[config.mk]
export PLATFORM = sky130hd
export DESIGN_NAME = vseg_xlate
export DESIGN_NICKNAME = d
export VERILOG_FILES = /design/src/rtl/vseg_pkg.sv /design/src/rtl/vseg_classify.sv /design/src/rtl/vseg_ctrl.sv /design/src/rtl/vseg_xlate.sv
export SDC_FILE = /design/constraint.sdc
export NUM_CORES = 1
export LEC_CHECK = 0
export BUFFER_PORTS_ARGS = -buffer_cell sky130_fd_sc_hd__buf_2
export CAP_MARGIN = 20
export CORE_UTILIZATION = 35
export DETAILED_ROUTE_END_ITERATION = 10
export PLACE_DENSITY_LB_ADDON = 0.1
export SETUP_SLACK_MARGIN = 0.2
export SYNTH_ARGS = -nofsm -noshare
export SYNTH_HDL_FRONTEND = slang
export SYNTH_SLANG_ARGS = --single-unit
[constraint.sdc]
create_clock -name clk -period 4.3 [get_ports clk]
set_input_delay 0.43 -clock clk [delete_from_list [all_inputs] [get_ports clk]]
set_output_delay 0.43 -clock clk [all_outputs]
set_load 0.005 [all_outputs]
[src/rtl/vseg_pkg.sv]
package vseg_pkg;
  localparam int VA_W      = 32;
  localparam int PERM_W    = 2;
  localparam int STAT_W    = 3;
  localparam int N_WIN     = 2;
  localparam int WIN_TAG_W = 3;
  localparam logic [PERM_W-1:0] PERM_RW   = 2'b11;
  localparam logic [PERM_W-1:0] PERM_NONE = 2'b00;

  localparam logic [STAT_W-1:0] XS_MATCH    = 3'd0;
  localparam logic [STAT_W-1:0] XS_BADADDR  = 3'd1;
  localparam logic [STAT_W-1:0] XS_NOMATCH  = 3'd2;
  localparam logic [STAT_W-1:0] XS_INVALID  = 3'd3;
  localparam logic [STAT_W-1:0] XS_MODIFIED = 3'd4;

  typedef enum logic [1:0] {RT_BAD, RT_DIRECT, RT_TABLE} route_e;

  // Base of each directly translated kernel window (cached, uncached)
  function automatic logic [VA_W-1:0] win_base(input int idx);
    return (idx == 0) ? 32'h8000_0000 : 32'hA000_0000;
  endfunction
endpackage

[src/rtl/vseg_classify.sv]
module vseg_classify
  import vseg_pkg::*;
#(
  parameter logic [VA_W-1:0] FIXED_OFFSET = 32'h4000_0000
) (
  input  logic [VA_W-1:0]   vaddr,
  input  logic              user,
  input  logic              erl,
  input  logic              fixed_map,
  output route_e            route,
  output logic [VA_W-1:0]   paddr,
  output logic [PERM_W-1:0] perm
);
  logic [N_WIN-1:0] win_hit;
  logic [VA_W-1:0]  win_off [N_WIN];
  logic [VA_W-1:0]  win_paddr;

  generate
    for (genvar gi = 0; gi < N_WIN; gi++) begin : g_win
      localparam logic [VA_W-1:0] BASE = win_base(gi);
      assign win_hit[gi] = (vaddr[VA_W-1 -: WIN_TAG_W] == BASE[VA_W-1 -: WIN_TAG_W]);
      assign win_off[gi] = vaddr - BASE;
    end
  endgenerate

  always_comb begin
    win_paddr = '0;
    for (int i = 0; i < N_WIN; i++) begin
      if (win_hit[i]) win_paddr = win_paddr | win_off[i];
    end
  end

  always_comb begin
    route = RT_TABLE;
    paddr = '0;
    if (user && vaddr[VA_W-1]) begin
      route = RT_BAD;
    end else if (!vaddr[VA_W-1]) begin
      if (erl) begin
        route = RT_DIRECT;
        paddr = vaddr;
      end else if (fixed_map) begin
        route = RT_DIRECT;
        paddr = vaddr + FIXED_OFFSET;
      end
    end else if (|win_hit) begin
      route = RT_DIRECT;
      paddr = win_paddr;
    end else if (fixed_map) begin
      route = RT_DIRECT;
      paddr = vaddr;
    end
    perm = (route == RT_DIRECT) ? PERM_RW : PERM_NONE;
  end
endmodule

[src/rtl/vseg_ctrl.sv]
module vseg_ctrl
  import vseg_pkg::*;
(
  input  logic              clk,
  input  logic              rst_n,
  input  logic              req_valid,
  output logic              req_ready,
  input  logic [VA_W-1:0]   req_vaddr,
  input  route_e            dec_route,
  input  logic [VA_W-1:0]   dec_paddr,
  input  logic [PERM_W-1:0] dec_perm,
  output logic              tlb_req_valid,
  input  logic              tlb_req_ready,
  output logic [VA_W-1:0]   tlb_req_vaddr,
  input  logic              tlb_rsp_valid,
  input  logic [STAT_W-1:0] tlb_rsp_status,
  input  logic [VA_W-1:0]   tlb_rsp_paddr,
  input  logic [PERM_W-1:0] tlb_rsp_perm,
  output logic              rsp_valid,
  input  logic              rsp_ready,
  output logic [VA_W-1:0]   rsp_paddr,
  output logic [PERM_W-1:0] rsp_perm,
  output logic [STAT_W-1:0] rsp_status
);
  typedef enum logic [1:0] {S_IDLE, S_TREQ, S_TWAIT, S_OUT} state_e;

  state_e            state;
  logic [VA_W-1:0]   look_va;
  logic [VA_W-1:0]   res_pa;
  logic [PERM_W-1:0] res_perm;
  logic [STAT_W-1:0] res_stat;

  always_ff @(posedge clk) begin
    if (!rst_n) begin
      state    <= S_IDLE;
      look_va  <= '0;
      res_pa   <= '0;
      res_perm <= PERM_NONE;
      res_stat <= XS_MATCH;
    end else begin
      case (state)
        S_IDLE: if (req_valid) begin
          case (dec_route)
            RT_BAD: begin
              res_stat <= XS_BADADDR;
              res_pa   <= '0;
              res_perm <= PERM_NONE;
              state    <= S_OUT;
            end
            RT_DIRECT: begin
              res_stat <= XS_MATCH;
              res_pa   <= dec_paddr;
              res_perm <= dec_perm;
              state    <= S_OUT;
            end
            default: begin
              look_va <= req_vaddr;
              state   <= S_TREQ;
            end
          endcase
        end
        S_TREQ: if (tlb_req_ready) state <= S_TWAIT;
        S_TWAIT: if (tlb_rsp_valid) begin
          res_stat <= tlb_rsp_status;
          if (tlb_rsp_status == XS_MATCH) begin
            res_pa   <= tlb_rsp_paddr;
            res_perm <= tlb_rsp_perm;
          end else begin
            res_pa   <= '0;
            res_perm <= PERM_NONE;
          end
          state <= S_OUT;
        end
        default: if (rsp_ready) state <= S_IDLE;
      endcase
    end
  end

  assign req_ready     = (state == S_IDLE);
  assign tlb_req_valid = (state == S_TREQ);
  assign tlb_req_vaddr = look_va;
  assign rsp_valid     = (state == S_OUT);
  assign rsp_paddr     = res_pa;
  assign rsp_perm      = res_perm;
  assign rsp_status    = res_stat;
endmodule

[src/rtl/vseg_xlate.sv]
module vseg_xlate
  import vseg_pkg::*;
#(
  parameter logic [VA_W-1:0] FIXED_OFFSET = 32'h4000_0000
) (
  input  logic              clk,
  input  logic              rst_n,
  input  logic              fixed_map,
  input  logic              req_valid,
  output logic              req_ready,
  input  logic [VA_W-1:0]   req_vaddr,
  input  logic              req_user,
  input  logic              req_erl,
  output logic              tlb_req_valid,
  input  logic              tlb_req_ready,
  output logic [VA_W-1:0]   tlb_req_vaddr,
  input  logic              tlb_rsp_valid,
  input  logic [STAT_W-1:0] tlb_rsp_status,
  input  logic [VA_W-1:0]   tlb_rsp_paddr,
  input  logic [PERM_W-1:0] tlb_rsp_perm,
  output logic              rsp_valid,
  input  logic              rsp_ready,
  output logic [VA_W-1:0]   rsp_paddr,
  output logic [PERM_W-1:0] rsp_perm,
  output logic [STAT_W-1:0] rsp_status
);
  route_e            dec_route;
  logic [VA_W-1:0]   dec_paddr;
  logic [PERM_W-1:0] dec_perm;

  vseg_classify #(.FIXED_OFFSET(FIXED_OFFSET)) u_classify (
    .vaddr     (req_vaddr),
    .user      (req_user),
    .erl       (req_erl),
    .fixed_map (fixed_map),
    .route     (dec_route),
    .paddr     (dec_paddr),
    .perm      (dec_perm)
  );

  vseg_ctrl u_ctrl (
    .clk            (clk),
    .rst_n          (rst_n),
    .req_valid      (req_valid),
    .req_ready      (req_ready),
    .req_vaddr      (req_vaddr),
    .dec_route      (dec_route),
    .dec_paddr      (dec_paddr),
    .dec_perm       (dec_perm),
    .tlb_req_valid  (tlb_req_valid),
    .tlb_req_ready  (tlb_req_ready),
    .tlb_req_vaddr  (tlb_req_vaddr),
    .tlb_rsp_valid  (tlb_rsp_valid),
    .tlb_rsp_status (tlb_rsp_status),
    .tlb_rsp_paddr  (tlb_rsp_paddr),
    .tlb_rsp_perm   (tlb_rsp_perm),
    .rsp_valid      (rsp_valid),
    .rsp_ready      (rsp_ready),
    .rsp_paddr      (rsp_paddr),
    .rsp_perm       (rsp_perm),
    .rsp_status     (rsp_status)
  );
endmodule

==> results of run 1 <==
[sequential cells by signal (all words and copies together), names as in the netlist]
register	count
u_ctrl.rsp_paddr	32
u_ctrl.rsp_status	3
u_ctrl.tlb_req_vaddr	32
u_ctrl.rsp_perm	2
u_ctrl.state	2
[logic make-up (layout without fill, tap and decap cells)]
family,count (synthesis),in the layout
adders and majority gates,7,7
muxes,3,3
DFF,71,71
AOI/OAI and AO/OA,120,120
buffers and inverters,30,175
and+or+nand+nor,102,102
[tightest hold or removal path: stages]
cell	delay, ps
buf_2	100
nand2_1	50
a21oi_1	50
[per-layer routing]
metal	global-route usage, %	share of wire [%]
met4	6.187	1.2
met2	32.67	47
met1	24.94	44
met3	6.361	7.6
met5	0	0
[stage by stage]
step	util, %	hold slack, ps	worst slack [ps]
finish	48.62	332.8	1842
global route	48.62	312.9	1657
CTS	48.62	313.8	1826
detailed placement	46.64	443.5	1510
global placement	46.64	440.0	1621
floorplan	-	451.1	2342
[layout make-up]
| type | count | area, um^2 | area share [%] |
|---|---|---|---|
| Multi-Input combinational cell | 232 | 1493 | 37.18 |
| Sequential cell | 71 | 1421 | 35.40 |
| Timing Repair Buffer | 154 | 783.3 | 19.51 |
| Clock buffer | 11 | 141.4 | 3.521 |
| Tap cell | 105 | 131.4 | 3.272 |
| Clock inverter | 4 | 22.52 | 0.5609 |
| Inverter | 6 | 22.52 | 0.5609 |
[cells in the mapped netlist]
library cell,n
nand2_1,74
dfxtp_1,71
a22o_1,60
a21oi_1,38
clkbuf_1,18
nand2b_1,8
ha_1,7
inv_1,6
nor2_1,6
o21ai_0,6
buf_2,4
mux2i_1,3
nand3_1,3
a21o_1,2
a311oi_1,2
nand4b_1,2
nor3_1,2
nor4b_2,2
o2111ai_1,2
o211ai_1,2
a2111oi_4,1
a211oi_1,1
a32oi_1,1
and3_1,1
buf_1,1
buf_4,1
nor2b_1,1
nor3_2,1
o211a_2,1
o21a_1,1
o21ai_1,1
o221ai_1,1
o31ai_1,1
or2_2,1
or4_1,1
[power by group]
group	internal, mW	switching (mW)
clock	0.219	0.244
combinational	0.283	0.342
sequential	0.771	0.0583
total	1.27	0.644
[worst paths after layout]
kind,startpoint,end,cells past startpoint
setup / recovery,req_vaddr[30],u_ctrl.rsp_paddr[9],7
hold reg to reg,u_ctrl.tlb_req_vaddr[10],u_ctrl.tlb_req_vaddr[10],2
setup reg to reg,u_ctrl.state[0],u_ctrl.rsp_paddr[9],6
hold / removal,req_vaddr[13],u_ctrl.tlb_req_vaddr[13],3
==> out/qor.yml, run 1 <==
clock_network:
  cts_setup_buffers: 0
  cts_resized: 0
  root_buffer: "clkbuf_8"
  clkTransAtPathRegs_ps: 80
  htreeDepth: 3
  cts_buffers: 9
  clk_latency_ps: 340
  ctsLongestPathBuffers: 2
  cts_tree: "built"
  clock_sinks: 71
  cts_hold_buf: 0
synthesis:
  synth_xor_area_share_pct: 0
  synth_area_per_cell_um2: 9.048
  ys_types: 35
  yosysTopAreaCell: "dfxtp_1"
  synth_fa_ha_area_share_pct: 2.907
  yosys_register_bits: 71
  ys_top_cells_by_area: "dfxtp_1 (47%), a22o_1 (17%), nand2_1 (9.2%)"
  muxShareOfSynthArea_pct: 0.9967
  synth_top_family_by_area: "compound AO/OA/AOI/OAI gates"
  seq_area_frac_synth_pct: 47.18
  yosys_warnings: 0
  synth_nets: 418
  synth_top_area_share_pct: 47.18
  synth-compound-area-share_pct: 29.65
  syn_inst: 333
  synthSimpleGateAreaFrac_pct: 15.24
  synth_area_um2: 3013
grt:
  grt_max_degree: 36
  antenna_found_initial: 1
  grt_pass1_wl_mm: 13.79
  first_global_vias: 2821
  grt_use_total_pct: 19.99
  grt-ovfl-total: 0
power_and_ir_drop:
  power_density_nw_per_um2: 477.4
  max-vdd-ir-drop_uv: 221.2
  p_total_mw: 1.917
  p_leak_nw: 1.874
routing:
  dr_total_vias: 3001
  firstDrtPassIters: 4
  wl_per_cell_um: 15.12
  via_per_inst: 5.148
  ant_nets: 0
  drc: 0
  wl_mm: 8.817
  drt_iter0_markers: 96
placement:
  place_congestion: 0.8165
  hpwlAfterDp_mm: 6.126
  dp_cells: 568
  port_buffers: 149
  dpl_cell_area_um2: 3851
final_layout:
  drive_above_1_share_pct: 36.82
  final_cell_mix: "buf_2 (149), nand2_1 (74), dfxtp_1 (71)"
  layout_commonest_cell: "buf_2"
  antenna_cells: 0
  stdcell_count: 583
  num-fill-cells: 830
  design_area_um2: 4015
  area_growth_syn_to_layout_pct: 33.26
  fin_nets: 559
timing:
  min_period_ps: 2458
  clock_skew_ps: 9.267
  setup_tns_ps: 0
  tightest_slew_ps: 906.5
  fin_crit_sh_pct: 57.15
  final-setup-viol-count: 0
  grt_setup_unrepaired: "false"
  slew_viol_final: 0
  finalHoldViolCount: 0
  relSlewSlack_pct: 39.43
  fmax_mhz: 406.9
worst_setup_path:
  crit_chain: "buf_2 > inv_1 > ha_1 > nor4b_2 > o21ai_1 > a21oi_4 > a22o_1"
  cpPeakStageDelay_ps: 780
  required_ps: 4580
  path_class: "input pin to flip-flop"
  crit_fanout: 31
  regToRegSetupSlack_ps: 1850
  path_buf_inv: 2
  cp-end-kind: "flip-flop"
  cp_slowest_cell: "a21oi_4"
  crit_arrival_ps: 2740
  startpoint_type: "input pin"
  cp_top_family: "compound AO/OA/AOI/OAI gates"
die:
  num_rows: 33
  start_util_pct: 36.48
  dieArea_um2: 8983
  die_h_um: 94.78
  die_w_um: 94.78
  io_pins: 150
  coreArea_um2: 8258
min_path:
  worstHoldPathType: "input pin to flip-flop"
job:
  maxCapViolations: 0
outcome:
  status: "complete, no violations"
Note: power is estimated with default switching activity, not from simulation.
==> run 2: changes to the inputs <==
--- a/config.mk
+++ b/config.mk
@@ -5,6 +5,7 @@
 export SDC_FILE = /design/constraint.sdc
 export NUM_CORES = 1
 export LEC_CHECK = 0
+export ABC_AREA = 1
 export BUFFER_PORTS_ARGS = -buffer_cell sky130_fd_sc_hd__buf_2
 export CAP_MARGIN = 20
 export CORE_UTILIZATION = 35
==> constraint.sdc (replaced) <==
create_clock -name clk -period 2.5 [get_ports clk]
set_input_delay 0.25 -clock clk [delete_from_list [all_inputs] [get_ports clk]]
set_output_delay 0.25 -clock clk [all_outputs]
set_load 0.005 [all_outputs]
==> run 2 against run 1 <==
Via count is 26% higher. First-iteration DRC count rose by 67%. Final area is 16% higher. Cell count rose by 43%. Register-to-register slack worse by 1200 ps. Worst hold slack worse by 150 ps. Combinational power rose to 3.0 times the previous value.
==> out/qor.yml, run 2 <==
worst_setup_path:
  r2r-end: "u_ctrl.rsp_paddr[23]"  # was u_ctrl.rsp_paddr[9]
  r2r-start: "u_ctrl.state[0]"  # unchanged
  path_class: "flip-flop to flip-flop"  # was input pin to flip-flop
  crit_chain: "inv_1 > ha_1 > inv_2 > nor2_1 > nand2_1 > clkinv_1 > buf_4 > nand2_1 > nand2_1 > nor2_1 > nor2_1"  # was buf_2 > inv_1 > ha_1 > nor4b_2 > o21ai_1 > a21oi_4 > a22o_1
  critical_path.startpoint: "u_ctrl.state[0]"  # was req_vaddr[30]
  startpoint_type: "flip-flop"  # was input pin
  ff2ff_path_depth: 11  # was 6
  crit_arrival_ps: 2110  # was 2740 ps
  crit_fanout: 19  # was 31
  crit_path_end: "u_ctrl.rsp_paddr[23]"  # was u_ctrl.rsp_paddr[9]
  cp_slowest_cell: "dfxtp_1"  # was a21oi_4
  cpPeakStageDelay_ps: 390  # was 780 ps
  cp-end-kind: "flip-flop"  # unchanged
  regToRegSetupSlack_ps: 630  # was 1850 ps
  required_ps: 2740  # was 4580 ps
routing:
  wl_per_cell_um: 12.70  # was 15.12 um
  drt_iter0_markers: 160  # was 96
  route.met3.wl_um: 656  # was 671 um
  drc: 0  # unchanged
  wl_met2_mm: 4.814  # was 4.166 mm
  wl_met1_mm: 4.956  # was 3.869 mm
  dr_total_vias: 3791  # was 3,001
  via_per_inst: 4.562  # was 5.148
  top_layer_used: "met4"  # unchanged
  wl_mm: 10.55  # was 8.817 mm
  firstDrtPassIters: 5  # was 4
  ant_nets: 0  # unchanged
final_layout:
  drive_above_1_share_pct: 26.93  # was 36.82%
  area_growth_syn_to_layout_pct: 27.06  # was 33.26%
  fin_nets: 779  # was 559
  final-seq-area_um2: 1421  # unchanged
  stdcell_count: 831  # was 583
  layout_commonest_cell: "nand2_1"  # was buf_2
  utilization_pct: 46.62  # was 48.62%
  num-fill-cells: 1076  # was 830
  antenna_cells: 0  # unchanged
  multiInputGateArea_um2: 1843  # was 1493 um^2
  final_cell_mix: "nand2_1 (217), buf_2 (149), nor2_1 (77)"  # was buf_2 (149), nand2_1 (74), dfxtp_1 (71)
timing:
  finalHoldViolCount: 0  # unchanged
  fin_crit_sh_pct: 74.80
  clock_skew_ps: 8.672  # was 9.267 ps
  setup_tns_ps: 0  # unchanged
  slew_viol_final: 0  # unchanged
  grt_setup_unrepaired: "false"  # unchanged
  final-setup-viol-count: 0  # unchanged
  relSlewSlack_pct: 66.33  # was 39.43%
  fmax_mhz: 534.7
  min_period_ps: 1870
  tightest_slew_ps: 503.8  # was 906.5 ps
clock_network:
  cts_hold_buf: 0  # unchanged
  root_buffer: "clkbuf_8"  # unchanged
  clkTransAtPathRegs_ps: 80  # about the same
  cts_setup_buffers: 0  # unchanged
  htreeDepth: 3  # unchanged
  cts_buffers: 9  # unchanged
  cts_resized: 0  # unchanged
  clock_sinks: 71  # unchanged
  ctsLongestPathBuffers: 2  # unchanged
  clk_latency_ps: 340  # about the same
  cts_tree: "built"  # unchanged
die:
  dieArea_um2: 10850  # was 8983 um^2
  coreArea_um2: 9955  # was 8258 um^2
  num_rows: 36  # was 33
  die_h_um: 104.2  # was 94.78 um
  io_pins: 150  # unchanged
  die_w_um: 104.2  # was 94.78 um
  start_util_pct: 36.69  # was 36.48%
synthesis:
  ys.flop_type: "dfxtp_1"  # unchanged
  synth_common_cells: "nand2_1 (217), nor2_1 (77), dfxtp_1 (71), inv_1 (46), a21oi_1 (36)"  # was nand2_1 (74), dfxtp_1 (71), a22o_1 (60), a21oi_1 (38), clkbuf_1 (18)
  synth_edf_count: 0  # unchanged
  seq_area_frac_synth_pct: 38.92  # was 47.18%
  synth_nets: 638  # was 418
  yosysTopAreaCell: "dfxtp_1"  # unchanged
  yosys_warnings: 0  # unchanged
  syn_inst: 553  # was 333
  yosys_register_bits: 71  # unchanged
  synth_area_um2: 3652  # was 3013 um^2
  ys_types: 29  # was 35
  async_flop_share_pct: 0  # unchanged
  ys_top_cells_by_area: "dfxtp_1 (39%), nand2_1 (22%), nor2_1 (7.9%)"  # was dfxtp_1 (47%), a22o_1 (17%), nand2_1 (9.2%)
  synth_area_per_cell_um2: 6.604  # was 9.048 um^2
  synth_top_area_share_pct: 38.92  # was 47.18%
  synth.most_common_cell: "nand2_1"  # unchanged
placement:
  hpwlAfterDp_mm: 7.694  # was 6.126 mm
  dp_cells: 816  # was 568
  port_buffers: 149  # unchanged
  place_congestion: 0.8280  # was 0.8165
grt:
  grt_max_degree: 46  # was 36
  first_global_vias: 3615  # was 2,821
  antenna_found_initial: 0  # was 1
  grt_use_total_pct: 19.91  # was 19.99%
  grt_pass1_wl_mm: 17.38  # was 13.79 mm
  grt-ovfl-total: 0  # unchanged
min_path:
  worstHoldPathType: "input pin to flip-flop"  # unchanged
power_and_ir_drop:
  power_density_nw_per_um2: 936.7  # was 477.4 nW/um^2
  max-vdd-ir-drop_uv: 406.0  # was 221.2 uV
  p_leak_nw: 2.452  # was 1.874 nW
job:
  maxCapViolations: 0  # unchanged
outcome:
  status: "complete, no violations"  # unchanged
## run 2: changes by cell type after synthesis, moves of 4 or more
cell and delta:
buf_6 +8, buf_2 +4, nand3_1 +10, inv_1 +40, nand3b_1 +29, nand2b_1 -8
clkbuf_1 -7, nor2_1 +71, a22o_1 -60, nand2_1 +143
## run 2: area by class of cell
type / instances / share of cell area (%)
Tap cell: 133 / 3.586
Multi-Input combinational cell: 401 / 39.71
Sequential cell: 71 / 30.63
Timing Repair Buffer: 160 / 18.39
Clock buffer: 9 / 2.669
Clock inverter: 6 / 0.8358
Inverter: 51 / 4.179
## run 2: cells by family (layout without fill, tap and decap cells)
| kind of cell | after synthesis | count (layout) | synth area share, % |
|---|---|---|---|
| and+or+nand+nor | 348 | 348 | 41.28 |
| adders and majority gates | 7 | 7 | 2.398 |
| DFF | 71 | 71 | 38.92 |
| buffers and inverters | 81 | 226 | 10.62 |
| AOI/OAI and AO/OA | 46 | 46 | 6.783 |
## run 2: power by group
group | total (mW) | internal, mW | switching (mW) | leakage, nW
combinational | 1.88 | 0.784 | 1.10 | 1.79
clock | 0.804 | 0.351 | 0.453 | 0.0809
sequential | 1.66 | 1.49 | 0.177 | 0.581
total | 4.35 | 2.62 | 1.73 | 2.45
## run 2: worst min-delay path by stage
stage                             startpoint                       end  slack, ps  cells past startpoint
detailed placement   u_ctrl.tlb_req_vaddr[1]   u_ctrl.tlb_req_vaddr[1]        460                      2
CTS                            req_vaddr[17]  u_ctrl.tlb_req_vaddr[17]        170                      3
global placement    u_ctrl.tlb_req_vaddr[17]  u_ctrl.tlb_req_vaddr[17]        450                      2
finish                         req_vaddr[17]  u_ctrl.tlb_req_vaddr[17]        180                      3
global route                    req_vaddr[2]   u_ctrl.tlb_req_vaddr[2]        170                      3
floorplan                      req_vaddr[19]  u_ctrl.tlb_req_vaddr[19]        410                      2
## run 2: metal layers
layer / vias up / global-route usage [%]
met5: - / 0
met4: 0 / 5.816
met3: 9 / 4.323
met2: 110 / 33.33
met1: 1703 / 25.58
li1: 1969 / -
## run 2: through the flow
step / hold slack [ps] / setup WS [ps] / cell area [um^2] / power, mW
after floorplan: 409.4 / 938.5 / 3652 / 2.939
final: 181.0 / 629.9 / 4641 / 4.347
after global placement: 450.7 / 504.6 / 4478 / 3.558
after detailed placement: 456.5 / 455.0 / 4478 / 3.597
after global routing: 167.0 / 423.6 / 4641 / 4.764
after CTS: 167.3 / 586.4 / 4641 / 4.417
## run 2: worst max-delay path: cells and delay by family, from the launching register on
family	cells	cell delay, ps
adder cells (fa/ha/maj)	1	300
buffers and inverters	4	660
flip-flops	1	390
AND/OR/NAND/NOR	6	410
==> run 3: changes to the inputs <==
==> constraint.sdc (replaced) <==
create_clock -name clk -period 1.8 [get_ports clk]
set_input_delay 0.18 -clock clk [delete_from_list [all_inputs] [get_ports clk]]
set_output_delay 0.18 -clock clk [all_outputs]
set_load 0.005 [all_outputs]
==> run 3 against run 2 <==
Count of clock-buffer cells in the layout unchanged. Clock power grew 72%. Non-clock buffer count increased by 16. Clock skew increased by 1.2 ps. Final area rose by 9.3%.
==> out/qor.yml, run 3 (synthesized netlist as in run 2, its figures left out) <==
final_layout:
  num-fill-cells: 1044  # was 1,076
  multiInputGateArea_um2: 1994  # was 1843 um^2
  area_growth_syn_to_layout_pct: 38.85  # was 27.06%
  antenna_cells: 0  # unchanged
  fin_nets: 795  # was 779
  drive_above_1_share_pct: 32.49  # was 26.93%
  final_cell_mix: "nand2_1 (217), buf_2 (149), dfxtp_1 (69)"  # was nand2_1 (217), buf_2 (149), nor2_1 (77)
  layout_commonest_cell: "nand2_1"  # unchanged
  final-seq-area_um2: 1426  # was 1421 um^2
timing:
  setup_tns_ps: 0  # unchanged
  relSlewSlack_pct: 72.66  # was 66.33%
  fmax_mhz: 638.2  # was 534.7 MHz
  finalHoldViolCount: 0  # unchanged
  tightest_slew_ps: 410.2  # was 503.8 ps
  finalWorstSetupSlack_ps: 233.2  # was 629.9 ps
  min_period_ps: 1567  # was 1870 ps
  slew_viol_final: 0  # unchanged
  fin_crit_sh_pct: 87.04  # was 74.80%
  final-setup-viol-count: 0  # unchanged
  grt_setup_unrepaired: "true"  # was false
  clock_skew_ps: 9.831  # was 8.672 ps
routing:
  wl_mm: 10.65  # was 10.55 mm
  via_per_inst: 4.599  # was 4.562
  drc: 0  # unchanged
  ant_nets: 0  # unchanged
  drt_iter0_markers: 144  # was 160
  wl_per_cell_um: 12.58  # was 12.70 um
  dr_total_vias: 3895  # was 3,791
  firstDrtPassIters: 4  # was 5
die:
  dieArea_um2: 10850  # unchanged
  die_w_um: 104.2  # unchanged
  io_pins: 150  # unchanged
  die_h_um: 104.2  # unchanged
  num_rows: 36  # unchanged
  start_util_pct: 36.69  # unchanged
  coreArea_um2: 9955  # unchanged
worst_setup_path:
  cp_slowest_cell: "dfxtp_4"  # was dfxtp_1
  required_ps: 2040  # was 2740 ps
  crit_arrival_ps: 1810  # was 2110 ps
  cp_common_cell: "nor2_1"
  cpPeakStageDelay_ps: 380  # was 390 ps
  path_buf_inv: 4  # unchanged
  crit_chain: "inv_4 > ha_4 > inv_2 > o22ai_2 > nor2_1 > nand2_2 > buf_12 > clkbuf_16 > nor2_2 > nor2_1"  # was inv_1 > ha_1 > inv_2 > nor2_1 > nand2_1 > clkinv_1 > buf_4 > nand2_1 > nand2_1 > nor2_1 > nor2_1
  critical_path.startpoint: "u_ctrl.state[1]"  # was u_ctrl.state[0]
  cp_top_family: "buffers and inverters"  # unchanged
  cp-end-kind: "flip-flop"  # unchanged
  startpoint_type: "flip-flop"  # unchanged
  r2r-start: "u_ctrl.state[1]"  # was u_ctrl.state[0]
  crit_fanout: 6  # was 19
  path_class: "flip-flop to flip-flop"  # unchanged
clock_network:
  htreeDepth: 3  # unchanged
  cts_tree: "built"  # unchanged
  root_buffer: "clkbuf_8"  # unchanged
  clk_latency_ps: 340  # about the same
  clkTransAtPathRegs_ps: 80  # about the same
  ctsLongestPathBuffers: 2  # unchanged
  cts_buffers: 9  # unchanged
  clock_sinks: 71  # unchanged
  cts_hold_buf: 0  # unchanged
grt:
  busiest_layer: "met2"  # unchanged
  antenna_found_initial: 0  # unchanged
  grt-ovfl-total: 0  # unchanged
  first_global_vias: 3622  # was 3,615
  grt_max_degree: 39  # was 46
  use_met3_pct: 4.386  # was 4.323%
  met2_usage_pct: 31.67  # was 33.33%
  grt_use_total_pct: 19.63  # was 19.91%
  grt_pass1_wl_mm: 17.01  # was 17.38 mm
  grtUsageMet1_pct: 25.42  # was 25.58%
power_and_ir_drop:
  p_leak_nw: 2.614  # was 2.452 nW
  max-vdd-ir-drop_uv: 588.4  # was 406.0 uV
  power_density_nw_per_um2: 1404  # was 936.7 nW/um^2
placement:
  hpwlAfterDp_mm: 7.570  # was 7.694 mm
  port_buffers: 149  # unchanged
  place_congestion: 0.8220  # was 0.8280
  pre_cts_slack_ps: 111.1  # was 455.0 ps
min_path:
  worstHoldPathType: "input pin to flip-flop"  # unchanged
  hold_start: "req_vaddr[17]"  # unchanged
job:
  maxCapViolations: 0  # unchanged
outcome:
  status: "complete, no violations"  # unchanged
## run 3: cell types whose count changed in the layout (fill, tap and decap cells not counted), sizes merged
cell,previous run,this run
clkbuf,9,11
clkinv,5,4
buf,160,174
clkinvlp,2,1
bufinv,0,2
## run 3: repair_timing
action | 4_1_cts | 5_1_grt
pin swaps | 2 | 15
gates resized for setup | 14 | 40
endpoints found under the setup margin | 35 | 37
gates cloned | 1 | 3
setup buffers | 4 | 3
## run 3: final cells by class
cell class	count	area share, %
clock buffer	9	2.443
clock inverter	6	1.702
inverter	51	3.972
multi-input combinational	401	39.33
sequential	71	28.13
tap	133	3.282
timing repair buffer	176	21.14
## run 3: final timing paths
kind / to / slack, ps / cells past startpoint
setup / recovery: u_ctrl.rsp_paddr[22] / 230 / 10
hold / removal: u_ctrl.tlb_req_vaddr[17] / 120 / 3
setup reg to reg: u_ctrl.rsp_paddr[22] / 230 / 10
hold reg to reg: u_ctrl.tlb_req_vaddr[2] / 470 / 2
## run 3: routing by layer
metal	part of all wire (%)	vias to the layer above
li1	-	2011
met5	0	-
met1	47	1749
met4	1.5	0
met3	6.5	14
met2	45	121
## run 3: report_power, final
part | switching [mW] | leakage, nW | internal [mW]
Sequential | 0.253 | 0.582 | 2.07
Combinational | 1.81 | 1.93 | 1.61
Clock | 0.612 | 0.105 | 0.770
Total | 2.68 | 2.61 | 4.45
## run 3: through the flow
stage               power (mW)  utilization (%)  instance area (um^2)  cells  hold slack (ps)
finish                   7.121            50.94                  5071    847            116.8
global route             7.708            50.94                  5071    847            104.4
CTS                      6.726            48.72                  4850    841            96.46
detailed placement       5.035            45.49                  4528    821            454.0
global placement         4.986            45.49                  4528    821            449.6
floorplan                4.082                -                  3652    553            339.4
## run 3: worst min-delay path: cells and delay by family
family          cells  cell delay [ps]
simple gates        1               70
buf+inv             1              100
compound gates      1               60
